### config.mk
export PLATFORM = sky130hd
export DESIGN_NAME = tmrCapMatch
export DESIGN_NICKNAME = d
export VERILOG_FILES = /design/src/rtl/tmr_pkg.sv /design/src/rtl/tmrDatapath.sv /design/src/rtl/tmrCtrl.sv /design/src/rtl/tmrCapMatch.sv
export SDC_FILE = /design/constraint.sdc
export NUM_CORES = 1
export LEC_CHECK = 0
export ABC_AREA = 1
export BUFFER_PORTS_ARGS = -buffer_cell sky130_fd_sc_hd__buf_2
export CELL_PAD_IN_SITES_DETAIL_PLACEMENT = 0
export CELL_PAD_IN_SITES_GLOBAL_PLACEMENT = 1
export CORE_MARGIN = 2
export CORE_UTILIZATION = 30
export DETAILED_ROUTE_END_ITERATION = 7
export GPL_ROUTABILITY_DRIVEN = 1
export PLACE_DENSITY = 0.61
export SKIP_CTS_REPAIR_TIMING = 1
export SYNTH_ARGS = -nofsm -noshare
export SYNTH_HDL_FRONTEND = slang
export SYNTH_HIERARCHICAL = 1
export SYNTH_SLANG_ARGS = --single-unit
### constraint.sdc
create_clock -name clk -period 2.67 [get_ports clk]
set_input_delay 0.1335 -clock clk [delete_from_list [all_inputs] [get_ports clk]]
set_output_delay 0.1335 -clock clk [all_outputs]
set_load 0.05 [all_outputs]
### src/rtl/tmr_pkg.sv
package tmr_pkg;
  parameter int NUM_MATCH = 4;
  parameter int NUM_CAP   = 2;
  localparam int FLAG_W = NUM_MATCH + NUM_CAP;
  localparam int SEL_W  = (NUM_CAP > 1) ? $clog2(NUM_CAP) : 1;
  localparam int ADDR_W = 4;

  localparam logic [ADDR_W-1:0] ADR_FLAG   = 4'd0;
  localparam logic [ADDR_W-1:0] ADR_CTRL   = 4'd1;
  localparam logic [ADDR_W-1:0] ADR_SRC    = 4'd2;
  localparam logic [ADDR_W-1:0] ADR_CAPCFG = 4'd3;
  localparam logic [ADDR_W-1:0] ADR_IRQEN  = 4'd4;
  localparam logic [ADDR_W-1:0] ADR_PIN    = 4'd5;
  localparam logic [ADDR_W-1:0] ADR_COUNT  = 4'd6;
  localparam logic [ADDR_W-1:0] ADR_MATCH0 = 4'd8;
  localparam logic [ADDR_W-1:0] ADR_CAPT0  = 4'd12;

  // edge selection code, shared by capture and counter mode (0 = off / internal clock)
  localparam logic [1:0] EDGE_RISE = 2'd1;
  localparam logic [1:0] EDGE_FALL = 2'd2;
  localparam logic [1:0] EDGE_BOTH = 2'd3;

  typedef enum logic [1:0] {PIN_KEEP = 2'd0, PIN_LOW = 2'd1, PIN_HIGH = 2'd2, PIN_FLIP = 2'd3} pinActT;

  typedef struct packed {
    logic                      run;
    logic                      hold;
    logic [1:0]                srcMode;
    logic [SEL_W-1:0]          srcSel;
    logic [NUM_CAP-1:0][1:0]   capEdge;
  } tmrCfgT;

  typedef struct packed {
    logic [NUM_CAP-1:0]   capHit;
    logic [NUM_MATCH-1:0] matchHit;
  } tmrEvtT;
endpackage

### src/rtl/tmrDatapath.sv
module tmrDatapath
  import tmr_pkg::*;
#(
  parameter int CNT_W = 32
) (
  input  logic                             clk,
  input  logic                             rstN,
  input  tmrCfgT                           cfg,
  input  logic [NUM_MATCH-1:0][CNT_W-1:0]  matchVal,
  input  logic [NUM_CAP-1:0]               capIn,
  output tmrEvtT                           evt,
  output logic [CNT_W-1:0]                 count,
  output logic [NUM_CAP-1:0][CNT_W-1:0]    capVal
);

  logic [NUM_CAP-1:0] syncA, syncB, syncC;
  logic [NUM_CAP-1:0] riseEv, fallEv, capEv;
  logic               srcEdge, tick;
  logic [CNT_W-1:0]   cntNext;

  function automatic logic edgePick(input logic [1:0] sel, input logic r, input logic f);
    case (sel)
      EDGE_RISE: edgePick = r;
      EDGE_FALL: edgePick = f;
      EDGE_BOTH: edgePick = r | f;
      default:   edgePick = 1'b0;
    endcase
  endfunction

  always_ff @(posedge clk or negedge rstN) begin
    if (!rstN) begin
      syncA <= '0;
      syncB <= '0;
      syncC <= '0;
    end else begin
      syncA <= capIn;
      syncB <= syncA;
      syncC <= syncB;
    end
  end

  assign riseEv = syncB & ~syncC;
  assign fallEv = ~syncB & syncC;

  generate
    for (genvar i = 0; i < NUM_CAP; i++) begin : gCap
      assign capEv[i] = edgePick(cfg.capEdge[i], riseEv[i], fallEv[i]);

      always_ff @(posedge clk or negedge rstN) begin
        if (!rstN)         capVal[i] <= '0;
        else if (capEv[i]) capVal[i] <= count;
      end

      AST_CAP_LOAD: assert property (@(posedge clk) disable iff (!rstN)
        capEv[i] |=> capVal[i] == $past(count));
    end
  endgenerate

  assign srcEdge = edgePick(cfg.srcMode, riseEv[cfg.srcSel], fallEv[cfg.srcSel]);
  assign tick    = cfg.run && !cfg.hold && ((cfg.srcMode == 2'd0) || srcEdge);
  assign cntNext = count + 1'b1;

  always_ff @(posedge clk or negedge rstN) begin
    if (!rstN)         count <= '0;
    else if (cfg.hold) count <= '0;
    else if (tick)     count <= cntNext;
  end

  generate
    for (genvar k = 0; k < NUM_MATCH; k++) begin : gMatch
      assign evt.matchHit[k] = tick && (cntNext == matchVal[k]);
    end
  endgenerate
  assign evt.capHit = capEv;

  AST_HOLD_ZERO: assert property (@(posedge clk) disable iff (!rstN)
    cfg.hold |=> count == '0);
  AST_STOPPED: assert property (@(posedge clk) disable iff (!rstN)
    (!cfg.run && !cfg.hold) |=> $stable(count));
  AST_NO_HIT_HELD: assert property (@(posedge clk) disable iff (!rstN)
    cfg.hold |-> evt.matchHit == '0);

endmodule

### src/rtl/tmrCtrl.sv
module tmrCtrl
  import tmr_pkg::*;
#(
  parameter int CNT_W = 32
) (
  input  logic                             clk,
  input  logic                             rstN,
  input  logic                             busSel,
  input  logic                             busWr,
  input  logic [ADDR_W-1:0]                busAddr,
  input  logic [CNT_W-1:0]                 busWdata,
  output logic [CNT_W-1:0]                 busRdata,
  input  tmrEvtT                           evt,
  input  logic [CNT_W-1:0]                 count,
  input  logic [NUM_CAP-1:0][CNT_W-1:0]    capVal,
  output tmrCfgT                           cfg,
  output logic [NUM_MATCH-1:0][CNT_W-1:0]  matchVal,
  output logic [NUM_MATCH-1:0]             matchOut,
  output logic [NUM_MATCH-1:0]             dmaReq,
  output logic                             irq
);

  localparam int SRC_W = 2 + SEL_W;
  localparam int ACT_W = 2 * NUM_MATCH;

  logic                 wrEn, wrFlag, wrPin;
  logic                 runBit, holdBit;
  logic [SRC_W-1:0]     srcReg;
  logic [2*NUM_CAP-1:0] capCfg;
  logic [NUM_MATCH-1:0] irqEn;
  logic [ACT_W-1:0]     pinAct;
  logic [FLAG_W-1:0]    flags, setVec, clrVec;

  assign wrEn   = busSel && busWr;
  assign wrFlag = wrEn && (busAddr == ADR_FLAG);
  assign wrPin  = wrEn && (busAddr == ADR_PIN);

  always_ff @(posedge clk or negedge rstN) begin
    if (!rstN) begin
      runBit  <= 1'b0;
      holdBit <= 1'b0;
      srcReg  <= '0;
      capCfg  <= '0;
      irqEn   <= '0;
      pinAct  <= '0;
    end else if (wrEn) begin
      case (busAddr)
        ADR_CTRL:   {holdBit, runBit} <= busWdata[1:0];
        ADR_SRC:    srcReg <= busWdata[SRC_W-1:0];
        ADR_CAPCFG: capCfg <= busWdata[2*NUM_CAP-1:0];
        ADR_IRQEN:  irqEn  <= busWdata[NUM_MATCH-1:0];
        ADR_PIN:    pinAct <= busWdata[NUM_MATCH +: ACT_W];
        default: ;
      endcase
    end
  end

  generate
    for (genvar k = 0; k < NUM_MATCH; k++) begin : gMreg
      always_ff @(posedge clk or negedge rstN) begin
        if (!rstN) matchVal[k] <= '0;
        else if (wrEn && busAddr == ADR_MATCH0 + ADDR_W'(k)) matchVal[k] <= busWdata;
      end

      logic pinBase;
      assign pinBase = wrPin ? busWdata[k] : matchOut[k];
      always_ff @(posedge clk or negedge rstN) begin
        if (!rstN) matchOut[k] <= 1'b0;
        else if (evt.matchHit[k]) begin
          case (pinActT'(pinAct[2*k +: 2]))
            PIN_LOW:  matchOut[k] <= 1'b0;
            PIN_HIGH: matchOut[k] <= 1'b1;
            PIN_FLIP: matchOut[k] <= ~pinBase;
            default:  matchOut[k] <= pinBase;
          endcase
        end else begin
          matchOut[k] <= pinBase;
        end
      end
    end
  endgenerate

  assign cfg.run     = runBit;
  assign cfg.hold    = holdBit;
  assign cfg.srcMode = srcReg[1:0];
  assign cfg.srcSel  = srcReg[SRC_W-1:2];
  assign cfg.capEdge = capCfg;

  assign setVec = {evt.capHit, evt.matchHit & irqEn};
  assign clrVec = wrFlag ? busWdata[FLAG_W-1:0] : '0;

  always_ff @(posedge clk or negedge rstN) begin
    if (!rstN) begin
      flags  <= '0;
      dmaReq <= '0;
    end else begin
      flags  <= (flags & ~clrVec) | setVec;
      dmaReq <= (dmaReq & ~clrVec[NUM_MATCH-1:0]) | evt.matchHit;
    end
  end

  assign irq = |flags;

  always_comb begin
    busRdata = '0;
    case (busAddr)
      ADR_FLAG:   busRdata[FLAG_W-1:0] = flags;
      ADR_CTRL:   busRdata[1:0] = {holdBit, runBit};
      ADR_SRC:    busRdata[SRC_W-1:0] = srcReg;
      ADR_CAPCFG: busRdata[2*NUM_CAP-1:0] = capCfg;
      ADR_IRQEN:  busRdata[NUM_MATCH-1:0] = irqEn;
      ADR_PIN:    busRdata[NUM_MATCH+ACT_W-1:0] = {pinAct, matchOut};
      ADR_COUNT:  busRdata = count;
      default: ;
    endcase
    for (int k = 0; k < NUM_MATCH; k++)
      if (busAddr == ADR_MATCH0 + ADDR_W'(k)) busRdata = matchVal[k];
    for (int i = 0; i < NUM_CAP; i++)
      if (busAddr == ADR_CAPT0 + ADDR_W'(i)) busRdata = capVal[i];
  end

  AST_SET_WINS: assert property (@(posedge clk) disable iff (!rstN)
    setVec[0] |=> flags[0]);
  AST_W1C_CAP: assert property (@(posedge clk) disable iff (!rstN)
    (wrFlag && busWdata[NUM_MATCH] && !evt.capHit[0]) |=> !flags[NUM_MATCH]);
  AST_DMA_RISE: assert property (@(posedge clk) disable iff (!rstN)
    evt.matchHit[0] |=> dmaReq[0]);
  AST_DMA_WITHDRAW: assert property (@(posedge clk) disable iff (!rstN)
    (wrFlag && busWdata[0] && !evt.matchHit[0]) |=> !dmaReq[0]);
  AST_RSVD_ZERO: assert property (@(posedge clk) disable iff (!rstN)
    (busAddr == ADR_FLAG) |-> busRdata[CNT_W-1:FLAG_W] == '0);
  AST_IRQ_OR: assert property (@(posedge clk) disable iff (!rstN)
    irq == (flags != '0));

endmodule

### src/rtl/tmrCapMatch.sv
module tmrCapMatch
  import tmr_pkg::*;
#(
  parameter int CNT_W = 32
) (
  input  logic                 clk,
  input  logic                 rstN,
  input  logic                 busSel,
  input  logic                 busWr,
  input  logic [ADDR_W-1:0]    busAddr,
  input  logic [CNT_W-1:0]     busWdata,
  output logic [CNT_W-1:0]     busRdata,
  input  logic [NUM_CAP-1:0]   capIn,
  output logic [NUM_MATCH-1:0] matchOut,
  output logic [NUM_MATCH-1:0] dmaReq,
  output logic                 irq
);

  tmrCfgT                          cfg;
  tmrEvtT                          evt;
  logic [CNT_W-1:0]                count;
  logic [NUM_CAP-1:0][CNT_W-1:0]   capVal;
  logic [NUM_MATCH-1:0][CNT_W-1:0] matchVal;

  tmrCtrl #(.CNT_W(CNT_W)) uCtrl (
    .clk(clk), .rstN(rstN), .busSel(busSel), .busWr(busWr), .busAddr(busAddr),
    .busWdata(busWdata), .busRdata(busRdata), .evt(evt), .count(count),
    .capVal(capVal), .cfg(cfg), .matchVal(matchVal), .matchOut(matchOut),
    .dmaReq(dmaReq), .irq(irq)
  );

  tmrDatapath #(.CNT_W(CNT_W)) uData (
    .clk(clk), .rstN(rstN), .cfg(cfg), .matchVal(matchVal), .capIn(capIn),
    .evt(evt), .count(count), .capVal(capVal)
  );

endmodule

==> results.json <==
{
  "cts_tree": "built",
  "maxCapViolCount": 0,
  "finClkSkew_ps": 17.1,
  "grt.met2_usage": 0.371,
  "synth_seq_cells": 265,
  "cts_made_buffers": 35,
  "crit_start": "uData/count[1]",
  "die-area_um2": 51800,
  "status": "complete, but fails checks",
  "seqPwrFrac": 0.410,
  "final_nets": 2532,
  "ios": 83,
  "synth_top_family_by_area": "simple AND/OR/NAND/NOR gates",
  "p_per_area_nw_per_um2": 704,
  "clkTransAtPathRegs_ps": 60,
  "use_met1": 0.343,
  "yosys.area.top_type": "dfrtp_1",
  "dpl.cell_count": 3060,
  "syn_nets": 2201,
  "critPathLaunchType": "flop",
  "syn_avg_cell_area_um2": 6.96,
  "tightest_slew_ps": 765,
  "fill_cells": 5168,
  "via_per_inst": 4.85,
  "worstReg2RegEnd": "uCtrl/matchOut[0]",
  "globalRouteMet3Util": 0.0265,
  "synth-edff-count": 0,
  "synthCells": 2154,
  "vdd_drop_max_uv": 334,
  "initial_core_util": 0.305,
  "p_int_uw": 9270,
  "rsz0062_at_grt": "true",
  "reg2reg_slack_ps": -140,
  "fin_hold_ws_ps": 12.4,
  "fp.dieH_um": 228,
  "cp.arrival_ps": 3240,
  "syn2layout_area_growth_pct": 34.9,
  "maxSlewHeadroom": 0.486,
  "period_needed_ps": 2810,
  "rr_startpoint": "uData/count[1]",
  "slowest_delay_ps": 430,
  "place_hpwl_um": 44900,
  "clkLatencyLatePin_ps": 550,
  "critPathRequiredTime_ps": 3100,
  "synthesis.area_um2": 15000,
  "drt_wl_total_um": 60100,
  "sw_frac_of_total": 0.349,
  "h-tree-depth": 2,
  "drc": 0,
  "worst-path-stages": 17,
  "crit_end": "uCtrl/matchOut[0]",
  "grt_first_pass_wirelength_um": 89600,
  "grt_max_degree": 66,
  "synthMuxAreaShare": 0,
  "max_freq_mhz": 356,
  "setup_ws_ps": -137,
  "report.final.slew_viol_count": 0,
  "crit_family": "simple AND/OR/NAND/NOR gates",
  "end_kind": "flop",
  "io_buffers": 82,
  "clk_path_buf_depth": 3,
  "synth_xor_area_frac": 0.00993,
  "power_frac_clock": 0.335,
  "drt_iter0_drc": 1188,
  "synthTopCellsByCount": "nand2_1, dfrtp_1, inv_1",
  "cts_sinks": 265,
  "ys.warnings.count": 6,
  "antenna_cells": 0,
  "synth_async_sr_flop_share": 1.00,
  "slowest_stage": "dfrtp_1",
  "synthAdderAreaFrac": 0.00417,
  "fin_cells": 3171,
  "ys.flop_type": "dfrtp_1",
  "antenna_left": 0,
  "path_buf_inv": 6,
  "finalSetupViolCount": 9,
  "synth_compound_area_frac": 0.109,
  "rows": 81,
  "crit_chain": "buf_6 > nand2_4 > nor2_4 > buf_6 > buf_6 > nand2_8 > nor2_4 > buf_12 > nand3_1 > nand3_2 > nand4_1 > nor2_1 > nand3_2 > nor2_4 > inv_2 > o31ai_2 > inv_1",
  "antenna_found_initial": 0,
  "routedWlPerCell_um": 19.0,
  "r2r_cells": 17,
  "p_comb_frac": 0.255,
  "pre_cts_slack_ps": -414,
  "p_sw_uw": 4980,
  "chipWidth_um": 228,
  "crit_type": "reg2reg",
  "ys_top_cells_by_area": "dfrtp_1, nand2_1, o21ai_0, inv_1, nor2_1",
  "hold_violations": 0,
  "first_global_vias": 14400,
  "first_pass_iters": 5,
  "yosys.cell_types.count": 34,
  "core_area_um2": 49200,
  "clockRootBuffer": "clkbuf_16",
  "critPathMaxFanout": 5,
  "grt_use_total": 0.233,
  "violations": "setup timing",
  "netlist.area_leader.share": 0.442,
  "vias": 15400,
  "drive_gt1_frac": 0.234,
  "post-route-period-util": 1.05,
  "synth-simple-area-share": 0.358,
  "hp-class": "in2reg",
  "yosysSeqAreaShare": 0.442,
  "leakagePower_uw": 0.00971,
  "busiest_layer": "met2",
  "yosysMostFrequentCell": "nand2_1",
  "globalplace.congestion": 0.934,
  "grt_overflow": 0
}
[metrics by stage]
step                power (µW)   util  area, µm²  setup TNS [ps]
floorplan                 7880      -      15000               0
finish                   14300  0.412      20200            -680
global route             15100  0.412      20200           -1950
detailed placement        9260  0.362      17800           -3600
global placement          9180  0.362      17800           -2840
CTS                      14100  0.386      18900           -3920
[sequential cells by signal, indices dropped and copies added, names as in the netlist, 2 cells and up]
signal	flops
uData/syncA	2
uCtrl/dmaReq	4
uCtrl/pinAct	8
uCtrl/irqEn	4
uCtrl/matchVal	128
uCtrl/srcReg	3
uCtrl/capCfg	4
uData/syncC	2
uCtrl/matchOut	4
uData/capVal	64
uData/syncB	2
uCtrl/flags	6
uData/count	32
[cell families (layout without fill, tap and decap cells)]
| kind of cell | Yosys count | after routing |
|---|---|---|
| AOI/OAI and AO/OA | 315 | 315 |
| buffers and inverters | 296 | 648 |
| and+or+nand+nor | 1256 | 1257 |
| DFF | 265 | 265 |
| xor gates and xnor gates | 17 | 17 |
| adders and majority gates | 5 | 5 |
[layer usage]
metal | routed length, µm | part of all wire
met3 | 2340 | 0.039
met4 | 899 | 0.015
met5 | 0 | 0
met1 | 29400 | 0.49
met2 | 27500 | 0.46
[power groups by stage]
| stage | Clock, µW | Combinational, µW | Sequential, µW |
|---|---|---|---|
| finish | 4770 | 3640 | 5840 |
| global route | 5040 | 4070 | 5980 |
| CTS | 4890 | 3390 | 5820 |
| detailed placement | 0 | 3380 | 5880 |
| global placement | 0 | 3320 | 5850 |
| floorplan | 0 | 2190 | 5690 |
[worst min-delay path by stage]
stage            startpoint  cells past startpoint  slack [ps]                  to
4_1_cts                rstN                      1        -460     uData/capVal[5]
6_report        busWdata[5]                      3          10     uCtrl/pinAct[1]
3_5_place_dp           rstN                      1         130     uData/capVal[7]
3_3_place_gp           rstN                      1         130     uData/capVal[7]
5_1_grt        busWdata[21]                      3          40  uCtrl/matchVal[21]
2_1_floorplan          rstN                      0        -160     uCtrl/capCfg[0]
[area by class of cell]
cell class,instances,area [µm²],area share
clock buffers,52,1030,0.0510
clock inverters,7,118,0.00581
inverters,225,850,0.0420
multi-input cells,1594,7960,0.393
flip-flops and latches,265,6630,0.328
well taps,664,831,0.0411
repair buffers,364,2810,0.139
[worst min-delay path, cell delays in order]
cell	delay [ps]
buf_2	70
inv_1	130
o21ai_0	180
[cell usage in the layout (no fill, tap or decap), drive strengths merged, types with 5 or more instances in the layout]
cell	instances
a21oi	80
buf	331
clkbuf	52
dfrtp	265
dlygate4sd3	33
ha	5
inv	225
nand2	792
nand3	142
nand3b	36
nand4	52
nor2	227
o21ai	200
o22ai	30
xnor2	9
xor2	8
No activity file was read; power rests on OpenSTA's default activity.
